## config.mk

```make
export PLATFORM = sky130hd
export DESIGN_NAME = bus_arbiter
export DESIGN_NICKNAME = d
export VERILOG_FILES = /design/src/rtl/arb_pkg.sv /design/src/rtl/arb_fixed_pri.sv /design/src/rtl/arb_chain.sv /design/src/rtl/arb_poll_ctr.sv /design/src/rtl/bus_arbiter.sv
export SDC_FILE = /design/constraint.sdc
export NUM_CORES = 1
export LEC_CHECK = 0
export CAP_MARGIN = 20
export CORE_AREA = 2 2 45 47
export CTS_CLUSTER_DIAMETER = 200
export DETAILED_ROUTE_END_ITERATION = 10
export DIE_AREA = 0 0 47 49
export PLACE_DENSITY = 0.72
export SLEW_MARGIN = 10
export SYNTH_ARGS = -nofsm -noshare
export SYNTH_HDL_FRONTEND = slang
export SYNTH_SLANG_ARGS = --single-unit
```

## constraint.sdc

```tcl
create_clock -name clk -period 1.8 [get_ports clk]
set_input_delay 0.27 -clock clk [delete_from_list [all_inputs] [get_ports clk]]
set_output_delay 0.27 -clock clk [all_outputs]
set_load 0.03 [all_outputs]
```

## src/rtl/arb_pkg.sv

```systemverilog
package arb_pkg;
  typedef enum logic [1:0] {
    ARB_INDEP = 2'd0,
    ARB_CHAIN = 2'd1,
    ARB_POLL  = 2'd2,
    ARB_RSVD  = 2'd3
  } arb_scheme_e;

  typedef enum logic [1:0] {
    ST_IDLE  = 2'd0,
    ST_POLL  = 2'd1,
    ST_OWNED = 2'd2
  } arb_state_e;
endpackage

```

## src/rtl/arb_fixed_pri.sv

```systemverilog
module arb_fixed_pri #(
  parameter int NDEV = 4
) (
  input  logic [NDEV-1:0] req,
  output logic [NDEV-1:0] pick
);
  logic [NDEV:0] lower;
  assign lower[0] = 1'b0;
  for (genvar i = 0; i < NDEV; i++) begin : g_pri
    assign pick[i]    = req[i] & ~lower[i];
    assign lower[i+1] = lower[i] | req[i];
  end
endmodule

```

## src/rtl/arb_chain.sv

```systemverilog
module arb_chain #(
  parameter int NDEV = 4
) (
  input  logic            clk,
  input  logic            rst_n,
  input  logic            grant_in,
  input  logic [NDEV-1:0] req,
  output logic [NDEV-1:0] take
);
  logic [NDEV-1:0] pass;
  assign pass[0] = grant_in;
  for (genvar i = 0; i < NDEV; i++) begin : g_cell
    assign take[i] = pass[i] & req[i];
    if (i < NDEV - 1) begin : g_fwd
      assign pass[i+1] = pass[i] & ~req[i];
    end
  end

  AST_CHAIN_CAPTURE: assert property (@(posedge clk) disable iff (!rst_n)
    (grant_in && (|req)) |-> ($onehot(take) && ((take & req) == take)));
endmodule

```

## src/rtl/arb_poll_ctr.sv

```systemverilog
module arb_poll_ctr #(
  parameter int NDEV = 4,
  localparam int IW = (NDEV > 1) ? $clog2(NDEV) : 1
) (
  input  logic          clk,
  input  logic          rst_n,
  input  logic          load,
  input  logic [IW-1:0] start_idx,
  input  logic          advance,
  output logic [IW-1:0] cnt
);
  localparam logic [IW-1:0] LAST = IW'(NDEV - 1);

  always_ff @(posedge clk or negedge rst_n) begin
    if (!rst_n)       cnt <= '0;
    else if (load)    cnt <= start_idx;
    else if (advance) cnt <= (cnt == LAST) ? '0 : cnt + 1'b1;
  end

  AST_POLL_STEP: assert property (@(posedge clk) disable iff (!rst_n)
    (advance && !load) |=> (cnt == (($past(cnt) == LAST) ? '0 : $past(cnt) + 1'b1)));
endmodule

```

## src/rtl/bus_arbiter.sv

```systemverilog
module bus_arbiter
  import arb_pkg::*;
#(
  parameter int NDEV = 4,
  localparam int IW = (NDEV > 1) ? $clog2(NDEV) : 1
) (
  input  logic            clk,
  input  logic            rst_n,
  input  logic [1:0]      scheme,
  input  logic            poll_from_next,
  input  logic [NDEV-1:0] req,
  output logic [NDEV-1:0] gnt,
  output logic            bus_busy,
  output logic            chain_req,
  output logic            poll_active,
  output logic [IW-1:0]   dev_num
);
  localparam logic [IW-1:0] LAST = IW'(NDEV - 1);

  arb_scheme_e     sch;
  arb_state_e      state_q;
  logic [NDEV-1:0] gnt_q;
  logic [IW-1:0]   last_q;
  logic            any_req;
  logic [NDEV-1:0] pick;
  logic [NDEV-1:0] take;
  logic            chain_in;
  logic [IW-1:0]   start_idx;
  logic [IW-1:0]   cnt;
  logic            poll_load;
  logic            poll_adv;
  logic            poll_hit;

  function automatic logic [IW-1:0] to_index(input logic [NDEV-1:0] v);
    logic [IW-1:0] r;
    r = '0;
    for (int i = 0; i < NDEV; i++) if (v[i]) r = IW'(i);
    return r;
  endfunction

  assign sch       = arb_scheme_e'(scheme);
  assign any_req   = |req;
  assign bus_busy  = |gnt_q;
  assign gnt       = gnt_q;
  assign chain_req = (sch == ARB_CHAIN) && any_req && !bus_busy;
  assign chain_in  = (state_q == ST_IDLE) && chain_req;
  assign start_idx = poll_from_next ? ((last_q == LAST) ? '0 : last_q + 1'b1) : '0;
  assign poll_load = (state_q == ST_IDLE) && any_req && (sch == ARB_POLL);
  assign poll_hit  = (state_q == ST_POLL) && req[cnt];
  assign poll_adv  = (state_q == ST_POLL) && any_req && !req[cnt];
  assign poll_active = (state_q == ST_POLL);
  assign dev_num   = cnt;

  arb_fixed_pri #(.NDEV(NDEV)) u_pri (
    .req  (req),
    .pick (pick)
  );

  arb_chain #(.NDEV(NDEV)) u_chain (
    .clk      (clk),
    .rst_n    (rst_n),
    .grant_in (chain_in),
    .req      (req),
    .take     (take)
  );

  arb_poll_ctr #(.NDEV(NDEV)) u_poll (
    .clk       (clk),
    .rst_n     (rst_n),
    .load      (poll_load),
    .start_idx (start_idx),
    .advance   (poll_adv),
    .cnt       (cnt)
  );

  always_ff @(posedge clk or negedge rst_n) begin
    if (!rst_n) begin
      state_q <= ST_IDLE;
      gnt_q   <= '0;
      last_q  <= LAST;
    end else begin
      unique case (state_q)
        ST_IDLE: begin
          if (any_req) begin
            if (sch == ARB_POLL) begin
              state_q <= ST_POLL;
            end else if (sch == ARB_CHAIN) begin
              gnt_q   <= take;
              last_q  <= to_index(take);
              state_q <= ST_OWNED;
            end else begin
              gnt_q   <= pick;
              last_q  <= to_index(pick);
              state_q <= ST_OWNED;
            end
          end
        end
        ST_POLL: begin
          if (!any_req) begin
            state_q <= ST_IDLE;
          end else if (poll_hit) begin
            gnt_q   <= {{(NDEV-1){1'b0}}, 1'b1} << cnt;
            last_q  <= cnt;
            state_q <= ST_OWNED;
          end
        end
        ST_OWNED: begin
          if (!(|(gnt_q & req))) begin
            gnt_q   <= '0;
            state_q <= ST_IDLE;
          end
        end
        default: begin
          gnt_q   <= '0;
          state_q <= ST_IDLE;
        end
      endcase
    end
  end

  AST_ONE_OWNER: assert property (@(posedge clk) disable iff (!rst_n)
    $onehot0(gnt));
  AST_NO_PREEMPT: assert property (@(posedge clk) disable iff (!rst_n)
    (|(gnt & req)) |=> (gnt == $past(gnt)));
  AST_RELEASE_GAP: assert property (@(posedge clk) disable iff (!rst_n)
    ((|gnt) && !(|(gnt & req))) |=> (gnt == '0));
  AST_POLL_GRANT: assert property (@(posedge clk) disable iff (!rst_n)
    (poll_active && req[dev_num]) |=> (gnt == ({{(NDEV-1){1'b0}}, 1'b1} << $past(dev_num))));
  AST_IDLE_QUIET: assert property (@(posedge clk) disable iff (!rst_n)
    (!(|req) && !bus_busy) |=> !bus_busy);
endmodule

```

==> flow_summary.yaml <==
synthesis:
  synth_cell_type_count: 33
  synth_ff_type: "dfrtp_1"
  synthesis.area_um2: 733.2
  yosysMostFrequentCell: "dfrtp_1"
  yosys-top-cells-area: "dfrtp_1 (27%), dfstp_2 (7.2%), ha_1 (6.8%)"
  avgSynthCellArea_um2: 10.47
  synthTopCellsByCount: "dfrtp_1 (8), nor2_1 (7), mux2i_1 (5)"
  yosysSeqAreaShare_pct: 34.47
  synth_top_cell_by_area: "dfrtp_1"
  yosys_warnings: 0
  synthesis.nets: 83
  syn_inst: 70
  ys_ff_latch: 10
  synth_top_cell_area_share_pct: 27.30
  ys_async_sr_fraction_pct: 100.0
  synth-edff-count: 0
sta:
  finalClockSkew_ps: 5.442
  tightest_slew_ps: 462.6
  rsz0062_at_grt: "yes"
  hold_violations: 0
  setup_viol: 8
  hold_ws_ps: 327.8
  layout_setup_ws_ps: -112.4
  fmax_mhz: 522.9
  slew_viol_final: 0
  period_needed_ps: 1912
  relSlewSlack_pct: 68.73
  post-route-period-util_pct: 106.2
cells_and_area:
  fillers: 164
  layout-drive-gt1-share_pct: 38.94
  diodes: 0
  fin_nets: 127
  syn_to_final_growth_pct: 62.12
power:
  powerDensity_nw_per_um2: 1612
  power_frac_comb_pct: 69.0
  clkPwrFrac_pct: 8.5
  p_sw_share_pct: 42.25
  power_frac_seq_pct: 22.6
  p_leak_nw: 0.5534
  p_int_mw: 1.106
  totalPowerFinal_mw: 1.916
  ir_drop_mv: 0.9229
  netSwitchingPower_mw: 0.8094
die:
  fp-row-count: 16
  die-width_um: 47
  boundaryPins: 18
  core_um2: 1842
  fp.dieH_um: 49
  design.die.area_um2: 2303
  start_util_pct: 39.81
place:
  hpwl_um: 1594
  io_buffers: 17
  place_ws_ps: -381.9
  finalWeightedCongestion: 0.8223
clock_tree:
  cts.sinks: 10
  cts_hold_buf: 0
  root_buffer: "clkbuf_4"
  clk_pin_slew_ps: 70
  cts_buffers: 3
  clock_latency_ps: 260
  cts_tree: "done"
  clockBufferDepth: 2
  cts_max_level: 1
outcome:
  failed_checks: "setup timing"
  status: "finished, violations left"
setup_path:
  start_kind: "flip-flop"
  slowest_stage: "or4_4"
  worst_setup_path_end_kind: "output port"
  crit_arrival_ps: 1640
  cpMostUsedCell: "buf_6"
  crit_type: "reg2out"
  path_max_fanout: 3
  crit_required_ps: 1530
  slowest_delay_ps: 560
  cp_cell_sequence: "or4_4 -> buf_6 -> nor3b_4 -> buf_6"
route:
  vias: 763
  post-route-drc-count: 0
  drt_first_pass_iters: 4
  dr.first_iter.drc_count: 28
  routed_wl_um: 2047
  ant_nets: 0
  vias_per_cell: 5.450
  wire_per_inst_um: 14.62
global_route:
  antenna_found_initial: 0
  grt_first_pass_wirelength_um: 3367
  grt_overflow: 0
  grt_max_degree: 11
  grt_pass1_vias: 729
  track_usage_pct: 20.24
flow_run:
  cap_violations: 0
worst_hold_path:
  hp-class: "in2async"
-- placed cells by master, fill, tap and decap left out, types with 2 or more instances in the layout --
cell / Yosys / routed
nand2_1: 3 / 3
inv_1: 3 / 3
dfstp_2: 2 / 2
mux2_4: 1 / 5
buf_6: 0 / 3
ha_1: 4 / 4
mux2i_1: 5 / 5
dlygate4sd2_1: 0 / 5
nor2b_1: 4 / 4
buf_4: 0 / 22
clkbuf_4: 0 / 3
nand3b_1: 2 / 2
a31oi_1: 2 / 2
nor2_1: 7 / 7
dfrtp_1: 8 / 7
clkdlybuf4s50_1: 0 / 10
a32o_1: 4 / 4
-- final timing paths --
kind	from	end	slack, ps	depth (start not counted)
min in group clk	last_q[0]	last_q[0]	530	2
max reg2reg	u_poll.cnt[0]	gnt[1]	-60	4
max in group asynchronous	rst_n	last_q[1]	1130	1
max	gnt[2]	chain_req	-110	4
min	rst_n	u_poll.cnt[1]	330	1
min reg2reg	last_q[0]	last_q[0]	530	2
-- cell type report --
| type | count | area, µm² | area share, % |
|---|---|---|---|
| timing repair buffer | 40 | 342.8 | 28.84 |
| inverter | 3 | 11.26 | 0.9474 |
| clock buffer | 4 | 26.28 | 2.211 |
| multi-input combinational | 56 | 520.5 | 43.79 |
| tap | 27 | 33.78 | 2.842 |
| sequential | 10 | 254.0 | 21.37 |
-- kinds of logic after synthesis --
group                    after synthesis  share of synthesized area (%)
AND/OR/NAND/NOR                       25                          19.80
AO/OA/AOI/OAI                         15                          17.58
multiplexers                          11                          18.09
flip-flops                            10                          34.47
buffers and inverters                  4                          2.047
adder cells (fa/ha/maj)                4                          6.826
XOR/XNOR                               1                          1.195
-- layer usage --
metal	up-vias	part of all wire, %	track usage [%]
li1	360	-	-
met1	374	43	27.74
met2	23	50	30.59
met3	6	4.2	3.704
met4	0	2.4	8.333
met5	-	0	0
-- registers in the layout (all words and copies together), names as in the netlist --
name        count
u_poll.cnt      2
state_q         2
gnt             4
last_q          2
-- critical path: cells and delay by family, from the launching register on --
| kind | cells | cell delay (ps) |
|---|---|---|
| simple gates | 2 | 720 |
| flops | 1 | 380 |
| buf+inv | 2 | 290 |
-- power by group through the flow --
stage                     combinational, mW  clock [mW]  sequential, mW
after floorplan                       0.604           0           0.544
after global placement                 1.19           0           0.434
after detailed placement               1.22           0           0.437
after CTS                              1.30       0.164           0.432
after global routing                   1.41       0.177           0.445
final                                  1.32       0.162           0.432
-- what timing repair did --
action                     4_1_cts  5_1_grt
setup buffers                    1        1
gates resized for setup         13        1
setup endpoints to repair        8       10
hold endpoints to repair         0        0
pin swaps                        4        3
-- per-stage QoR --
| stage | utilization [%] | setup TNS, ps | instances | instance area [µm²] |
|---|---|---|---|---|
| after CTS | 63.93 | -437.1 | 139 | 1177 |
| after global routing | 64.54 | -616.4 | 140 | 1189 |
| after detailed placement | 60.46 | -3038 | 134 | 1114 |
| final | 64.54 | -390.5 | 140 | 1189 |
| after floorplan | - | -742.7 | 70 | 760.7 |
| after global placement | 60.46 | -2551 | 134 | 1114 |
No activity file was read; power rests on OpenSTA's default activity.
